## src/rtl/stat_reg_pkg.sv

```systemverilog
package stat_reg_pkg;
  localparam int unsigned SW = 15;
  localparam int unsigned DW = SW + 1;
  localparam int unsigned AW = 3;

  typedef enum logic [AW-1:0] {
    A_COND = 3'd0,
    A_RISE = 3'd1,
    A_FALL = 3'd2,
    A_EVT  = 3'd3,
    A_ENA  = 3'd4
  } reg_addr_e;
endpackage

```

## src/rtl/stat_edge_detect.sv

```systemverilog
module stat_edge_detect #(
  parameter int unsigned SW = 15
) (
  input  logic          clk,
  input  logic          direct_mode,
  input  logic [SW-1:0] status_in,
  input  logic [SW-1:0] rise_mask,
  input  logic [SW-1:0] fall_mask,
  output logic [SW-1:0] set_vec
);
  // Previous status sample. It also loads during reset, so release never sees a false edge.
  logic [SW-1:0] prev_q;
  logic [SW-1:0] rise, fall;

  always_ff @(posedge clk) prev_q <= status_in;

  always_comb begin
    rise = status_in & ~prev_q;
    fall = prev_q & ~status_in;
    if (direct_mode) set_vec = status_in;
    else             set_vec = (rise & rise_mask) | (fall & fall_mask);
  end
endmodule

```

## src/rtl/stat_event_latch.sv

```systemverilog
module stat_event_latch #(
  parameter int unsigned SW = 15
) (
  input  logic          clk,
  input  logic          rst_n,
  input  logic [SW-1:0] set_vec,
  input  logic          rd_clr,
  output logic [SW-1:0] evt_q
);
  always_ff @(posedge clk) begin
    if (!rst_n)      evt_q <= '0;
    else if (rd_clr) evt_q <= set_vec;          // clear, but a new set wins
    else             evt_q <= evt_q | set_vec;
  end

  a_r5_only_from_set: assert property (@(posedge clk) disable iff (!rst_n)
    1'b1 |=> ((evt_q & ~$past(evt_q) & ~$past(set_vec)) == '0));
  a_r7_clear_on_read: assert property (@(posedge clk) disable iff (!rst_n)
    rd_clr |=> ((evt_q & ~$past(set_vec)) == '0));
  a_r8_set_wins: assert property (@(posedge clk) disable iff (!rst_n)
    1'b1 |=> ((evt_q & $past(set_vec)) == $past(set_vec)));
endmodule

```

## src/rtl/stat_summary.sv

```systemverilog
module stat_summary #(
  parameter int unsigned SW = 15
) (
  input  logic          clk,
  input  logic          rst_n,
  input  logic [SW-1:0] evt,
  input  logic [SW-1:0] ena,
  output logic          summary
);
  always_ff @(posedge clk) begin
    if (!rst_n) summary <= 1'b0;
    else        summary <= |(evt & ena);
  end

  a_r9_summary_follows: assert property (@(posedge clk) disable iff (!rst_n)
    1'b1 |=> (summary == $past(|(evt & ena))));
endmodule

```

## src/rtl/stat_reg_top.sv

```systemverilog
module stat_reg_top
  import stat_reg_pkg::*;
(
  input  logic          clk,
  input  logic          rst_n,
  input  logic          direct_mode,
  input  logic [SW-1:0] status_in,
  input  logic [AW-1:0] reg_addr,
  input  logic          wr_en,
  input  logic [DW-1:0] wr_data,
  input  logic          rd_en,
  output logic [DW-1:0] rd_data,
  output logic          summary
);
  localparam logic [SW-1:0] RISE_RST = {SW{1'b1}};
  localparam logic [DW-1:0] MSB_CLR  = {1'b0, {SW{1'b1}}};

  logic [SW-1:0] rise_q, fall_q, ena_q, evt_q, set_vec;
  logic          rd_clr;

  assign rd_clr = rd_en && (reg_addr == A_EVT);

  // Configuration parts; the top data bit is dropped on write
  always_ff @(posedge clk) begin
    if (!rst_n) begin
      rise_q <= RISE_RST;
      fall_q <= '0;
      ena_q  <= '0;
    end else if (wr_en) begin
      case (reg_addr)
        A_RISE:  rise_q <= wr_data[SW-1:0];
        A_FALL:  fall_q <= wr_data[SW-1:0];
        A_ENA:   ena_q  <= wr_data[SW-1:0];
        default: ;
      endcase
    end
  end

  stat_edge_detect #(.SW(SW)) edge_i (
    .clk(clk), .direct_mode(direct_mode), .status_in(status_in),
    .rise_mask(rise_q), .fall_mask(fall_q), .set_vec(set_vec));

  stat_event_latch #(.SW(SW)) evt_i (
    .clk(clk), .rst_n(rst_n), .set_vec(set_vec), .rd_clr(rd_clr), .evt_q(evt_q));

  stat_summary #(.SW(SW)) sum_i (
    .clk(clk), .rst_n(rst_n), .evt(evt_q), .ena(ena_q), .summary(summary));

  always_comb begin
    case (reg_addr)
      A_COND:  rd_data = {1'b0, status_in};
      A_RISE:  rd_data = {1'b0, rise_q};
      A_FALL:  rd_data = {1'b0, fall_q};
      A_EVT:   rd_data = {1'b0, evt_q};
      A_ENA:   rd_data = {1'b0, ena_q};
      default: rd_data = '0;
    endcase
  end

  // Checker-side copy of the previous status, independent of the edge detector
  logic [SW-1:0] prev_chk;
  always_ff @(posedge clk) prev_chk <= status_in;

  a_r3_rise_latched: assert property (@(posedge clk) disable iff (!rst_n)
    !direct_mode |=> ((evt_q & $past(status_in & ~prev_chk & rise_q))
                      == $past(status_in & ~prev_chk & rise_q)));
  a_r4_fall_latched: assert property (@(posedge clk) disable iff (!rst_n)
    !direct_mode |=> ((evt_q & $past(prev_chk & ~status_in & fall_q))
                      == $past(prev_chk & ~status_in & fall_q)));
  a_r10_direct_capture: assert property (@(posedge clk) disable iff (!rst_n)
    direct_mode |=> ((evt_q & $past(status_in)) == $past(status_in)));
  a_r6_enable_write: assert property (@(posedge clk) disable iff (!rst_n)
    (wr_en && reg_addr == A_ENA) |=> ({1'b0, ena_q} == ($past(wr_data) & MSB_CLR)));
endmodule

```

## config.mk

```make
export PLATFORM = sky130hd
export DESIGN_NAME = stat_reg_top
export DESIGN_NICKNAME = d
export VERILOG_FILES = /design/src/rtl/stat_reg_pkg.sv /design/src/rtl/stat_edge_detect.sv /design/src/rtl/stat_event_latch.sv /design/src/rtl/stat_summary.sv /design/src/rtl/stat_reg_top.sv
export SDC_FILE = /design/constraint.sdc
export NUM_CORES = 1
export LEC_CHECK = 0
export ABC_AREA = 0
export CAP_MARGIN = 10
export CORE_MARGIN = 1
export CORE_UTILIZATION = 30
export DETAILED_ROUTE_END_ITERATION = 7
export DONT_BUFFER_PORTS = 1
export HOLD_SLACK_MARGIN = 0.05
export PLACE_DENSITY = 0.44
export SLEW_MARGIN = 20
export SYNTH_ARGS = -nofsm -noshare
export SYNTH_HDL_FRONTEND = slang
export SYNTH_SLANG_ARGS = --single-unit
```

## constraint.sdc

```tcl
create_clock -name clk -period 4 [get_ports clk]
set_clock_uncertainty 0.1 [all_clocks]
set_input_delay 0.8 -clock clk [delete_from_list [all_inputs] [get_ports clk]]
set_output_delay 0.8 -clock clk [all_outputs]
set_load 0.02 [all_outputs]
```

* Word-level counts from Yosys, hierarchy flattened
Cells that the tools add are included.
** Storage, ports and cells
- Flip-flop bits (word level) :: 76
- Logic and storage cells :: 28
- Output and inout port bits :: 17
- Input bits :: 39
** Operators by class
- Reductions and logical operators :: 6
- Eq/ne operators :: 4
- Bitwise operators :: 9
- Muxes and demuxes :: 3
** Operator list (count)
- 15-bit AND :: 5
- 15-bit case mux with 5 select lines :: 1
- 15-bit 2-to-1 mux :: 2
- 15-bit NOT :: 2
- 15-bit OR :: 2
- 15-bit OR reduction :: 1
- 3-bit by 2-bit equality test with 1-bit output, second input constant :: 2
- 2-bit AND reduction :: 3
- 3-bit by 1-bit equality test with 1-bit output, second input constant :: 1
- 3-bit equality test, second input constant :: 1
- 3-bit logical NOT :: 1
- 1-bit logical AND :: 1

* Depth between registers and ports, before layout
- Word-level depth :: 7
- Gate-level depth with buffers :: 5
- Depth with buffers taken out :: 3

* Modules after synthesis
A second synthesis with hierarchy kept.
** Second synthesis, totals
- Cell total of the unflattened synthesis :: 426
- Area total of the unflattened synthesis :: 3709.8 µm²
** By module, submodules not included
- stat_reg_top :: sequential area each 900.9 µm², cells each 290, area each 2407.3 µm², times used 1
- stat_edge_detect :: sequential area each 300.3 µm², cells each 78, area each 685.7 µm², times used 1
- stat_event_latch :: sequential area each 300.3 µm², cells each 47, area each 523.0 µm², times used 1
- stat_summary :: sequential area each 20.0 µm², cells each 11, area each 93.8 µm², times used 1

* Worst setup path after synthesis
OpenSTA, ideal clock, no wires.
- Path kind :: in2out
- Start point :: in reg_addr[1]
- End point :: out rd_data[6]
- Path buffers :: 3
- Required time :: 3100 ps
- Setup slack :: 1270 ps
- Cell stages on the path :: 4
- Arrival time :: 1830 ps
- Cell sequence :: buf_6 > buf_6 > buf_6 > o32ai_1
** Between the ends
- Word-level cells in the longest chain between the ends :: 2
- Elaborated cells on any way between the ends :: 6
- Classes of those cells :: 4 x eq/ne; 1 x mux; 1 x reduce/logical
** RTL lines
- start, declared :: line stat_reg_top.sv:8 : input logic [AW-1:0] reg_addr,
- 3-bit equality test, or another cell as far along :: line stat_reg_top.sv:50 : case (reg_addr)
- 15-bit case mux with 5 select lines * :: line stat_reg_top.sv:50
- end, declared :: line stat_reg_top.sv:12 : output logic [DW-1:0] rd_data,
Every way passes the cells marked *; elsewhere a longest branch is shown, timed or not.

* Final worst setup path
- Start point :: in reg_addr[2]
- End point :: out rd_data[9]
The elaborated chain is that of the path after synthesis.

==> metrics.log <==
[metrics] cell type with the largest total area after synthesis: sky130_fd_sc_hd__dfxtp_1
[metrics] share of synthesized area occupied by flip-flops and latches: 43.3%
[metrics] overall overflow remaining after global route: 0
[metrics] Num Clock Sinks: 76
[metrics] detailed-route DRC error count: 0
[metrics] final standard cell area without fillers: 3860 um2
[metrics] Clock Path Buffers: 2
[metrics] R2R cell count: 3
[metrics] Worst EP required: 3.10 ns
[metrics] YS warnings: 0
[metrics] cell leakage power: 0.00141 uW
[metrics] iteration count of the initial detailed-routing pass: 5
[metrics] f_max: 0.334 GHz
[metrics] crit path max fanout: 25
[metrics] Reg-to-Reg Start: evt_i.evt_q[11]
[metrics] Post-synth ARST share: 0%
[metrics] type of the worst setup path: in2out
[metrics] count of max-cap constraint violations: 0
[metrics] synthesis-to-finish area growth: 9.97%
[metrics] Largest delay share family, worst path: compound AO/OA/AOI/OAI gates
[metrics] I/O pin cnt: 56
[metrics] TritonCTS clock tree: yes
[metrics] antenna violations before repair: 0
[metrics] Horiz. Die Dim: 110 um
[metrics] worst hold-check slack: 0.374 ns
[metrics] most used flip-flop cell after synthesis: sky130_fd_sc_hd__dfxtp_1
[metrics] area share of the largest cell type after synthesis: 43.3%
[metrics] Hold Startpoint: ena_q[0]
[metrics] worst-case hold path end point: ena_q[0]
[metrics] number of global-route vias before repair: 2736
[metrics] core outline area: 11400 um2
[metrics] maximum number of pins on one net before global-route repair: 47
[metrics] initial core utilization: 30.8%
[metrics] cells resized by post-CTS repair: 0
[metrics] count of distinct cell types in the synthesized netlist: 34
[metrics] setup repair after global routing missed its margin: false
[metrics] Sum Neg Setup Slack: 0 ns
[metrics] nets: 418
[metrics] number of synthesized flops with an enable pin: 0
[metrics] Min-Delay Path Depth: 2
[metrics] total global-route track usage: 18.5%
[metrics] num rows: 39
[metrics] count of input and output buffers: 0
[metrics] Synth Net Count: 433
[metrics] number of buffers inserted by post-CTS setup repair: 0
[metrics] fraction of layout cells with a size suffix above 1: 9.38%
[metrics] maximum single-stage delay on the critical path: 0.49 ns
[metrics] final clock period utilization by the worst path: 74.8%
[metrics] total power after layout: 1870 uW
[metrics] Least-Margin Pin Slew: 1.07 ns
[metrics] classification of the worst-slack hold path: reg2reg
[metrics] run status: complete, no violations
[metrics] final hold violations: 0
[metrics] FF-to-FF End: sum_i.summary
[metrics] WP buf/inv: 1
[metrics] clock buffers created by TritonCTS: 9
[metrics] routability congestion estimate from global placement: 0.709
[metrics] timing startpoint of the critical path: reg_addr[2]
[metrics] first-pass GRT wire length: 16000 um
[metrics] sort of element at the start of the critical path: input pin
[metrics] Clk Tree Root Cell: sky130_fd_sc_hd__clkbuf_16
[metrics] total count of max-transition violations in the final report: 0
[metrics] post-route minimum period: 2.99 ns
[metrics] total placed instance area: 3530 um2
[metrics] via count normalized by instance count: 5.48
[metrics] critical path capture point type: primary output
[metrics] total vias in the final route: 2888
[metrics] number of DRC markers after the initial detailed-route iteration: 141
[metrics] critical path data arrival time: 2.09 ns
[metrics] Cells after Synth: 394
[metrics] Peak supply drop: 0.308 mV
[metrics] Post-Syn Area: 3510 um2
[metrics] per-instance average area after synthesis: 8.91 um2
[metrics] average wire per cell in the routed design: 20.0 um
[metrics] number of flip-flops and latches in the synthesized netlist: 76
[metrics] floorplan die area: 12100 um2
[metrics] total setup violations reported at the end of the flow: 0
[metrics] DIE HEIGHT: 110 um
[metrics] leading post-synthesis cells by cell area: sky130_fd_sc_hd__dfxtp_1 43%, sky130_fd_sc_hd__nand2_1 11%, sky130_fd_sc_hd__mux2i_1 8.0%
[metrics] htree depth: 3
[metrics] cell with the biggest individual delay on the critical path: sky130_fd_sc_hd__o22ai_1
[metrics] setup slack of the worst register-to-register path: 2.79 ns
[metrics] final antenna-violating net count: 0
[metrics] crit-path cells: nor2b_2 -> buf_4 -> a2bb2oi_1 -> o22ai_1
[metrics] total inserted antenna cells: 0
[metrics] hold-fix buffer count after cts: 0
[metrics] worst slew margin relative to its limit: 28.3%
[metrics] DPL Wire Length: 6340 um
[metrics] clock-pin slew of the registers on the worst-case setup and hold paths: 0.06 ns
[metrics] routed wire length: 10500 um
[metrics] power density over the cells: 483 nW/um2
[metrics] Worst-Skew Late Latency: 0.33 ns
[report_power, final]
part           switching (uW)  internal (uW)
sequential               26.5            791
clock                     316            595
combinational            76.4           61.8
total                     418           1450
[area by class of cell]
| type | count | area, um2 |
|---|---|---|
| clock buffer | 12 | 267 |
| clock inverter | 4 | 70.1 |
| fill | 1242 | 7560 |
| inverter | 2 | 7.51 |
| multi-input combinational | 289 | 1810 |
| sequential | 76 | 1520 |
| tap | 143 | 179 |
| timing repair buffer | 1 | 7.51 |
[worst register-to-register path, delay by kind of cell, from the launching register on]
kind | cells | cell delay, ns
compound gates | 3 | 0.61
flops | 1 | 0.33
[stage by stage]
step                      setup slack (ns)  utilization, %  std cells
after detailed placement             0.977            30.9        511
after CTS                            0.968            33.8        527
after global placement                1.01            30.9        511
after global routing                 0.902            33.8        527
final                                 1.01            33.8        527
after floorplan                       1.27               -        394
[cell usage after synthesis (all sizes together), types with 2 or more instances]
master     n
nand2    106
inv        2
dfxtp     76
o22ai     14
a21oi     30
buf       20
o21ai     15
and4bb     3
a22oi      4
mux2i     28
nor2b     16
nand3     16
nand4bb   17
clkbuf     7
a31oi     16
a2bb2oi   14
[cell families (layout without fill, tap and decap cells)]
logic type	count (synthesis)	in the layout	share of synthesized area (%)
buffers and inverters	29	19	5.13
AO/OA/AOI/OAI	97	97	18.2
other	1	1	0.107
AND/OR/NAND/NOR	162	162	24.6
flip-flops	76	76	43.3
multiplexers	29	29	8.62
[routing by layer]
layer | part of all wire [%] | track usage (%) | wire (um)
met5 | 0 | 0 | 0
met4 | 1.2 | 5.64 | 127
met3 | 6.5 | 5.00 | 689
met2 | 44 | 26.8 | 4660
met1 | 48 | 26.5 | 5040
[cells in the final DEF, fill, tap and decap left out, drive strengths merged, types with 2 or more instances in the layout]
cell,count
bufinv,2
clkinv,2
nand3,16
a2bb2oi,14
nand4bb,17
o21ai,15
o22ai,14
mux2i,28
a31oi,16
a22oi,4
a21oi,30
clkbuf,12
inv,2
and4bb,3
nor2b,16
dfxtp,76
nand2,106
[worst max path at each step]
stage                       endpoint  slack (ns)  depth (start not counted)
after floorplan           rd_data[6]        1.27                          4
after global placement    rd_data[9]        1.01                          4
after detailed placement  rd_data[9]        0.98                          4
after CTS                 rd_data[9]        0.97                          4
after global routing      rd_data[9]        0.90                          4
final                     rd_data[9]        1.01                          4
[flip-flops by register name (all words and copies together), names as in the netlist]
register,cells
rise_q,15
ena_q,15
evt_i.evt_q,15
sum_i.summary,1
edge_i.prev_q,15
fall_q,15
Note: power is estimated with default switching activity, not from simulation.
